### src/rtl/exc_seq_pkg.sv
package exc_seq_pkg;
  typedef enum logic [2:0] {
    ST_IDLE, ST_PUSH_SR, ST_PUSH_PC, ST_FETCH_VEC, ST_LOAD_PC
  } seqState_t;

  typedef enum logic [1:0] {BUS_SR, BUS_PC, BUS_VEC} busSel_t;

  typedef struct packed {
    logic    acceptReq;
    logic    startAe;
    logic    stepSp;
    logic    chkSp;
    logic    chkVbr;
    logic    latchPc;
    busSel_t busSel;
  } seqStrobe_t;
endpackage

### src/rtl/exc_seq_ctrl.sv
module exc_seq_ctrl
  import exc_seq_pkg::*;
(
  input  logic       clk,
  input  logic       rstN,
  input  logic       reqValid,
  input  logic       aePending,
  input  logic       memReady,
  output seqStrobe_t strb,
  output logic       memReq,
  output logic       memWe,
  output logic       reqAccept,
  output logic       pcLoad,
  output logic       busy
);
  seqState_t state, nextState;

  always_ff @(posedge clk) begin
    if (!rstN) state <= ST_IDLE;
    else       state <= nextState;
  end

  always_comb begin
    nextState = state;
    strb      = '0;
    strb.busSel = BUS_SR;
    memReq    = 1'b0;
    memWe     = 1'b0;
    reqAccept = 1'b0;
    pcLoad    = 1'b0;
    unique case (state)
      ST_IDLE: begin
        if (aePending) begin
          strb.startAe = 1'b1;
          nextState    = ST_PUSH_SR;
        end else if (reqValid) begin
          strb.acceptReq = 1'b1;
          reqAccept      = 1'b1;
          nextState      = ST_PUSH_SR;
        end
      end
      ST_PUSH_SR: begin
        memReq = 1'b1;
        memWe  = 1'b1;
        strb.busSel = BUS_SR;
        if (memReady) begin
          strb.chkSp  = 1'b1;
          strb.stepSp = 1'b1;
          nextState   = ST_PUSH_PC;
        end
      end
      ST_PUSH_PC: begin
        memReq = 1'b1;
        memWe  = 1'b1;
        strb.busSel = BUS_PC;
        if (memReady) begin
          strb.chkSp = 1'b1;
          nextState  = ST_FETCH_VEC;
        end
      end
      ST_FETCH_VEC: begin
        memReq = 1'b1;
        strb.busSel = BUS_VEC;
        if (memReady) begin
          strb.latchPc = 1'b1;
          strb.chkVbr  = 1'b1;
          nextState    = ST_LOAD_PC;
        end
      end
      ST_LOAD_PC: begin
        pcLoad    = 1'b1;
        nextState = ST_IDLE;
      end
      default: nextState = ST_IDLE;
    endcase
  end

  assign busy = (state != ST_IDLE);
endmodule

### src/rtl/exc_seq_dp.sv
module exc_seq_dp
  import exc_seq_pkg::*;
#(
  parameter int DW           = 32,
  parameter int VW           = 8,
  parameter int ADDR_ERR_VEC = 9
) (
  input  logic          clk,
  input  logic          rstN,
  input  seqStrobe_t    strb,
  input  logic [DW-1:0] spIn,
  input  logic [DW-1:0] srIn,
  input  logic [DW-1:0] pcIn,
  input  logic [DW-1:0] vbrIn,
  input  logic [VW-1:0] reqVec,
  input  logic [DW-1:0] memRdata,
  output logic [DW-1:0] memAddr,
  output logic [DW-1:0] memWdata,
  output logic [DW-1:0] spOut,
  output logic [DW-1:0] pcOut,
  output logic          aePending
);
  localparam int          PAD  = DW - VW - 2;
  localparam logic [DW-1:0] STEP = DW'(4);
  localparam logic [VW-1:0] AE_V = VW'(ADDR_ERR_VEC);

  logic [DW-1:0] spReg, srSave, pcSave, pcReg;
  logic [VW-1:0] vecReg;
  logic          inAe, pendReg;
  logic [DW-1:0] vecAddr, stackAddr;
  logic          spMis, vbrMis;

  assign spMis     = |spReg[1:0];
  assign vbrMis    = |vbrIn[1:0];
  assign vecAddr   = vbrIn + {{PAD{1'b0}}, vecReg, 2'b00};
  assign stackAddr = {spReg[DW-1:2], 2'b00};

  always_ff @(posedge clk) begin
    if (!rstN) begin
      spReg   <= '0;
      srSave  <= '0;
      pcSave  <= '0;
      pcReg   <= '0;
      vecReg  <= '0;
      inAe    <= 1'b0;
      pendReg <= 1'b0;
    end else begin
      if (strb.acceptReq) begin
        spReg  <= spIn - STEP;
        srSave <= srIn;
        pcSave <= pcIn;
        vecReg <= reqVec;
        inAe   <= 1'b0;
      end
      if (strb.startAe) begin
        spReg   <= spReg - STEP;
        srSave  <= srIn;
        pcSave  <= pcReg;
        vecReg  <= AE_V;
        inAe    <= 1'b1;
        pendReg <= 1'b0;
      end
      if (strb.stepSp) spReg <= spReg - STEP;
      if (strb.chkSp && spMis && !inAe) pendReg <= 1'b1;
      if (strb.chkVbr && vbrMis && !inAe) pendReg <= 1'b1;
      if (strb.latchPc) pcReg <= memRdata;
    end
  end

  always_comb begin
    unique case (strb.busSel)
      BUS_SR:  begin memAddr = stackAddr; memWdata = srSave; end
      BUS_PC:  begin memAddr = stackAddr; memWdata = pcSave; end
      default: begin memAddr = {vecAddr[DW-1:2], 2'b00}; memWdata = '0; end
    endcase
  end

  assign spOut     = spReg;
  assign pcOut     = pcReg;
  assign aePending = pendReg;
endmodule

### src/rtl/exc_entry_seq.sv
module exc_entry_seq
  import exc_seq_pkg::*;
#(
  parameter int DW           = 32,
  parameter int VW           = 8,
  parameter int ADDR_ERR_VEC = 9
) (
  input  logic          clk,
  input  logic          rstN,
  input  logic          reqValid,
  input  logic [VW-1:0] reqVec,
  output logic          reqAccept,
  input  logic [DW-1:0] spIn,
  input  logic [DW-1:0] srIn,
  input  logic [DW-1:0] pcIn,
  input  logic [DW-1:0] vbrIn,
  output logic          memReq,
  output logic          memWe,
  output logic [DW-1:0] memAddr,
  output logic [DW-1:0] memWdata,
  input  logic [DW-1:0] memRdata,
  input  logic          memReady,
  output logic          busy,
  output logic          pcLoad,
  output logic [DW-1:0] pcOut,
  output logic [DW-1:0] spOut
);
  seqStrobe_t strb;
  logic       aePending;

  exc_seq_ctrl u_ctrl (
    .clk(clk), .rstN(rstN), .reqValid(reqValid), .aePending(aePending),
    .memReady(memReady), .strb(strb), .memReq(memReq), .memWe(memWe),
    .reqAccept(reqAccept), .pcLoad(pcLoad), .busy(busy)
  );

  exc_seq_dp #(.DW(DW), .VW(VW), .ADDR_ERR_VEC(ADDR_ERR_VEC)) u_dp (
    .clk(clk), .rstN(rstN), .strb(strb), .spIn(spIn), .srIn(srIn),
    .pcIn(pcIn), .vbrIn(vbrIn), .reqVec(reqVec), .memRdata(memRdata),
    .memAddr(memAddr), .memWdata(memWdata), .spOut(spOut), .pcOut(pcOut),
    .aePending(aePending)
  );
endmodule

### config.mk
export PLATFORM = sky130hd
export DESIGN_NAME = exc_entry_seq
export DESIGN_NICKNAME = d
export VERILOG_FILES = /design/src/rtl/exc_seq_pkg.sv /design/src/rtl/exc_seq_ctrl.sv /design/src/rtl/exc_seq_dp.sv /design/src/rtl/exc_entry_seq.sv
export SDC_FILE = /design/constraint.sdc
export NUM_CORES = 1
export LEC_CHECK = 0
export ABC_AREA = 1
export ABC_CLOCK_PERIOD_IN_PS = 4210
export BUFFER_PORTS_ARGS = -buffer_cell sky130_fd_sc_hd__buf_2
export CORE_MARGIN = 10
export CORE_UTILIZATION = 51
export DETAILED_ROUTE_END_ITERATION = 12
export PLACE_DENSITY_LB_ADDON = 0.25
export SLEW_MARGIN = 40
export SYNTH_ARGS = -nofsm -noshare
export SYNTH_HDL_FRONTEND = slang
export SYNTH_SLANG_ARGS = --single-unit
### constraint.sdc
create_clock -name clk -period 4.21 [get_ports clk]
set_clock_uncertainty 0.05 [all_clocks]
set_input_delay 1.263 -clock clk [delete_from_list [all_inputs] [get_ports clk]]
set_output_delay 1.263 -clock clk [all_outputs]
set_load 0.02 [all_outputs]
==> impl_metrics.json, run 1 <==
{
  "relSlewSlack_pct": 49.9,
  "grt_util_met2_pct": 40.7,
  "grt_pass1_wl_um": 49900,
  "critPathRequiredTime_ps": 2900,
  "max_stage_delay_ps": 380,
  "overflow": 0,
  "leakagePower_nw": 5.27,
  "fmax_mhz": 236,
  "rsz0062_at_grt": "true",
  "startpoint_type": "primary input",
  "synth_xor_area_share_pct": 2.10,
  "track_usage_pct": 27.6,
  "viasPerCell": 5.45,
  "synth_top_family_by_area": "simple AND/OR/NAND/NOR gates",
  "synth_edf_count": 0,
  "synth.top_cell.area_share_pct": 32.3,
  "die_h_um": 151,
  "cts_tree": "yes",
  "cap_violations": 0,
  "synthArstFlopShare_pct": 0,
  "yosysSeqAreaShare_pct": 32.3,
  "cpMostUsedCell": "nand2_2",
  "fin_util_pct": 67.5,
  "grt_max_degree": 99,
  "routed_wl_um": 33700,
  "cts_hold_buf": 0,
  "synth.area.mux_share_pct": 0,
  "core-area_um2": 16700,
  "dieArea_um2": 22800,
  "cts_root_buf": "clkbuf_16",
  "final_area_um2": 11300,
  "ios": 305,
  "slew_viol_final": 0,
  "worstMarginPinSlew_ps": 748,
  "synthesis.area_um2": 8740,
  "synth_compound_area_share_pct": 22.1,
  "antenna_left": 0,
  "dp_hpwl_um": 25600,
  "rows": 47,
  "r2r_slack_ps": 1910,
  "worstSetupPathType": "in -> out",
  "place_congestion": 0.965,
  "fin_ws_ps": -31.1,
  "hold_viol": 0,
  "setup_tns_ps": -64.3,
  "first_pass_iters": 6,
  "io_buffers": 302,
  "path_clk_slew_ps": 70,
  "die_x_um": 151,
  "holdWs_ps": 401,
  "cp-end-kind": "output port",
  "drt_iter0_drc": 798,
  "avgSynthCellArea_um2": 6.23,
  "clk_path_buf_depth": 2,
  "setup_viol": 4,
  "syn_inst": 1403,
  "synthAdderAreaFrac_pct": 1.66,
  "synth.area.top_cells": "dfxtp_1 (32%), nand2_1 (14%), o21ai_0 (9.9%)",
  "route.detailed.drc": 0,
  "cp.arrival_ps": 2930,
  "power_density_nw_per_um2": 424,
  "ys.warnings.count": 0,
  "dp.cells": 1882,
  "fillers": 1582,
  "wl_per_cell_um": 17.5,
  "busiest_layer": "met2",
  "hp-class": "reg -> reg",
  "ys_ff_latch": 141,
  "fin_crit_ps": 4240,
  "grtUsageMet3_pct": 7.28,
  "synth.distinct_cells": 39,
  "yosysTopAreaCell": "dfxtp_1",
  "nets": 1866,
  "clkLatencyLatePin_ps": 420,
  "grt_pass1_vias": 9287,
  "areaGrowthSynthToFinish_pct": 28.9,
  "cts_buffers": 17,
  "vias": 10500,
  "layout-drive-gt1-share_pct": 25.1,
  "critical_path.slowest_cell": "fa_2",
  "dpl_cell_area_um2": 10400,
  "instances_no_fill": 1918,
  "violations": "negative setup slack",
  "clock-sinks": 141,
  "cp_max_fo": 8,
  "start_util_pct": 52.4,
  "synth-simple-area-share_pct": 30.3,
  "path_cells": "buf_6, ha_4, fa_2, nand2_2, nand2_2, o21ai_4, inv_2, nand2_2, nand2_4, or2_4, nand3_2, o21ai_1, buf_4",
  "status": "finished, violations left",
  "h-tree-depth": 4,
  "fin_crit_sh_pct": 101,
  "met1_usage_pct": 38.5,
  "dominantRegCellSynth": "dfxtp_1",
  "ir_drop_mv": 0.320,
  "antenna_found_initial": 2
}
## per-layer routing
layer  part of all wire (%)  up-vias
met4                    2.6        0
met5                      0        -
met3                     12       62
met1                     42     4663
li1                       -     5156
met2                     43      576
## worst max-delay path, delay by kind of cell
kind / cells / cell delay [ps]
AO/OA/AOI/OAI: 2 / 140
adder cells (fa/ha/maj): 2 / 540
buffers and inverters: 3 / 360
AND/OR/NAND/NOR: 6 / 630
## registers in the layout (all words and copies together), names as in the netlist
name / count
u_dp.aePending: 1
u_dp.pcOut: 32
u_ctrl.state: 3
u_dp.vecReg: 8
u_dp.inAe: 1
u_dp.pcSave: 32
u_dp.srSave: 32
u_dp.spOut: 32
## through the flow
stage / worst slack, ps / power (mW)
after floorplan: 12.8 / 2.57
after global placement: -251 / 3.09
after detailed placement: -284 / 3.11
after CTS: -21.0 / 4.72
after global routing: -102 / 5.00
final: -31.1 / 4.78
## cells in the mapped netlist, drive strengths merged (2+ instances only)
library cell  count
xor2             15
nor3             17
a32o              2
xnor2             6
o221ai            3
o211ai           34
dfxtp           141
clkbuf           31
ha               10
o22ai             4
or2               6
inv             181
o21bai            4
nor3b             2
a21o              2
nor4              2
nand3            83
nand3b            7
nand2           337
a31oi             2
o21ai           174
nand4            22
nor2            148
buf              34
a21oi           130
## report_power, final
part	internal, mW	switching [mW]
Clock	0.965	0.632
Combinational	0.527	1.04
Sequential	1.48	0.141
Total	2.97	1.81
## timing repair
| action | in CTS | in global routing |
|---|---|---|
| pin swaps | 6 | 12 |
| setup endpoints to repair | 15 | 23 |
| buffers inserted | 2 | 0 |
| resized for setup | 26 | 45 |
| hold endpoints to repair | 0 | 0 |
## cell type report
cell class | instances | area, µm² | share of cell area [%]
clock inverters | 13 | 179 | 1.59
well taps | 220 | 275 | 2.44
multi-input cells | 1017 | 5120 | 45.5
clock buffers | 19 | 443 | 3.93
diodes | 2 | 5.00 | 0.0444
flip-flops and latches | 141 | 2820 | 25.1
repair buffers | 325 | 1740 | 15.4
inverters | 181 | 683 | 6.06
## logic make-up (layout without fill, tap and decap cells)
family,count (synthesis),in the layout
and+or+nand+nor,625,625
AOI/OAI and AO/OA,358,358
buffers and inverters,246,538
DFF,141,141
xor gates and xnor gates,21,21
adders and majority gates,11,11
other,1,4
## worst paths after layout
path	from	end	cells past startpoint
worst min register to register	u_dp.srSave[12]$_SDFFE_PN0P_	u_dp.srSave[12]$_SDFFE_PN0P_	2
worst max-delay path	vbrIn[2]	memAddr[10]	13
worst min-delay path	u_dp.srSave[12]$_SDFFE_PN0P_	u_dp.srSave[12]$_SDFFE_PN0P_	2
worst max register to register	u_ctrl.state[0]$_SDFFE_PN0P_	u_dp.spOut[20]$_SDFFE_PN0P_	9
## layout by cell type, fill, tap and decap left out, drive strengths merged, types with 10 or more instances in the layout
master	count
nand2	337
buf	325
inv	185
o21ai	174
nor2	148
dfxtp	141
a21oi	130
nand3	83
o211ai	34
nand4	22
clkbuf	19
nor3	17
xor2	15
ha	10
Power figures use the tool's default switching activity.
==> run 2: changes to the inputs <==
--- a/config.mk
+++ b/config.mk
@@ -11,6 +11,7 @@
 export CORE_MARGIN = 10
 export CORE_UTILIZATION = 51
 export DETAILED_ROUTE_END_ITERATION = 12
+export MAX_ROUTING_LAYER = met4
 export PLACE_DENSITY_LB_ADDON = 0.25
 export SLEW_MARGIN = 40
 export SYNTH_ARGS = -nofsm -noshare
==> run 2 against run 1 <==
  * The run still ends with negative setup slack left
  * Worst setup slack improved by 25 ps
  * Clock-buffer cell count is 1 higher
  * Sequential share of layout area is 0.095 points higher
  * Wire length fell by 0.63%
  * Core utilization is 0.25 points lower
  * Largest power group unchanged
==> impl_metrics.json, run 2 (same netlist as run 1, synthesis figures left out) <==
{
  "status": "finished, violations left",
  "violations": "negative setup slack",
  "routed_wl_um": 33400,
  "relSlewSlack_pct": 51.1,
  "io_buffers": 302,
  "cts_tree": "yes",
  "holdPathStages": 2,
  "start_util_pct": 52.4,
  "h-tree-depth": 4,
  "final_area_um2": 11200,
  "fin_total_pwr_mw": 4.68,
  "cp-end-kind": "output port",
  "die_x_um": 151,
  "final_common_cell": "nand2_1",
  "cts_buffers": 17,
  "final_cell_mix": "nand2_1 (313), buf_2 (287), inv_1 (170)",
  "ir_drop_mv": 0.351,
  "fin_ws_ps": -5.97,
  "grt_pass1_wl_um": 49900,
  "place_congestion": 0.978,
  "layout-drive-gt1-share_pct": 24.9,
  "hp-class": "reg -> reg",
  "leakagePower_nw": 5.28,
  "cap_violations": 0,
  "cp.arrival_ps": 2900,
  "worstSetupPathType": "in -> out",
  "fin_util_pct": 67.2,
  "track_usage_pct": 28.4,
  "route.detailed.drc": 0,
  "grt_max_degree": 99,
  "dpl_cell_area_um2": 10400,
  "startpoint_type": "primary input",
  "dieArea_um2": 22800,
  "fin_crit_ps": 4220,
  "antenna_found_initial": 2,
  "viasPerCell": 5.44,
  "holdWs_ps": 395,
  "clock-sinks": 141,
  "nets": 1865,
  "rsz0062_at_grt": "true",
  "critPathRequiredTime_ps": 2900,
  "r2r_end": "u_dp.spOut[7]$_SDFFE_PN0P_",
  "drt_iter0_drc": 998,
  "r2r_cells": 9,
  "slew_viol_final": 0,
  "first_pass_iters": 5,
  "clk_path_buf_depth": 2,
  "path_clk_slew_ps": 60,
  "worstHoldEndpoint": "u_dp.srSave[12]$_SDFFE_PN0P_",
  "antenna_left": 0,
  "dp_hpwl_um": 25800,
  "cts_hold_buf": 0,
  "areaGrowthSynthToFinish_pct": 28.4,
  "power_density_nw_per_um2": 417,
  "setup_viol": 1,
  "r2r_slack_ps": 1900,
  "ios": 305,
  "rows": 47,
  "cp_max_fo": 8,
  "fmax_mhz": 237,
  "worstReg2RegStart": "u_ctrl.state[0]$_SDFFE_PN0P_",
  "core-area_um2": 16700,
  "die_h_um": 151,
  "clkLatencyLatePin_ps": 410,
  "overflow": 0,
  "fin_crit_sh_pct": 100,
  "wl_per_cell_um": 17.4,
  "hold_start": "u_dp.srSave[12]$_SDFFE_PN0P_",
  "cts_root_buf": "clkbuf_16",
  "grt_pass1_vias": 9402,
  "vias": 10400,
  "worstMarginPinSlew_ps": 729,
  "hold_viol": 0
}
==> run 2: cell types whose count changed in the layout (fill, tap and decap cells not counted), sizes merged <==
| cell | change |
|---|---|
| inv | -4 |
| buf | -2 |
| bufinv | -1 |
| clkinv | +7 |
| clkbuf | +2 |
| clkinvlp | -3 |
==> run 2: power breakdown <==
group          internal (mW)  switching, mW  total [mW]
Clock                  0.909          0.595        1.50
Sequential              1.48          0.138        1.62
Combinational          0.523           1.03        1.56
Total                   2.91           1.77        4.68
==> run 2: worst max-delay path, cell delays in order <==
cell and delay, ps:
buf_6 100, ha_4 160, fa_2 390, nand2_2 80, nand2_2 60, o21ai_4 70, inv_2 80, nand2_4 90
nand2_8 70, or2_4 220, nand3_1 70, o21ai_1 80, buf_4 170
==> run 2: area by class of cell <==
cell class	instances	area (µm²)
Antenna cell	2	5.00
Clock buffer	20	457
Sequential cell	141	2820
Multi-Input combinational cell	1017	5120
Clock inverter	12	136
Timing Repair Buffer	324	1730
Inverter	181	683
Tap cell	220	275
Fill cell	1566	5480
==> run 2: worst max path at each step <==
| stage | from | endpoint | cells after the start |
|---|---|---|---|
| CTS | vbrIn[2] | memAddr[10] | 13 |
| detailed placement | vbrIn[2] | memAddr[10] | 13 |
| floorplan | vbrIn[2] | memAddr[10] | 11 |
| global placement | vbrIn[2] | memAddr[10] | 13 |
| global route | vbrIn[2] | memAddr[28] | 15 |
| finish | vbrIn[2] | memAddr[10] | 13 |
==> run 2: what timing repair did <==
item / 4_1_cts / 5_1_grt
gates resized for setup: 20 / 50
hold endpoints to repair: 0 / 0
buffers inserted: 1 / 1
pin swaps: 7 / 11
endpoints found under the setup margin: 17 / 24
==> run 2: per-layer routing <==
| layer | GRT usage [%] | vias to the layer above | wire [µm] |
|---|---|---|---|
| li1 | - | 5158 | - |
| met1 | 39.2 | 4687 | 14900 |
| met2 | 41.1 | 539 | 14600 |
| met3 | 5.79 | 47 | 3370 |
| met4 | 7.75 | 0 | 578 |
| met5 | - | - | 0 |
==> run 2: metrics by stage <==
stage	instances	TNS (ps)	setup slack [ps]
after floorplan	1404	0	12.8
after global routing	1917	-804	-89.7
after global placement	1881	-1880	-245
after CTS	1914	-19.0	-12.1
after detailed placement	1881	-2280	-264
final	1917	-5.97	-5.97
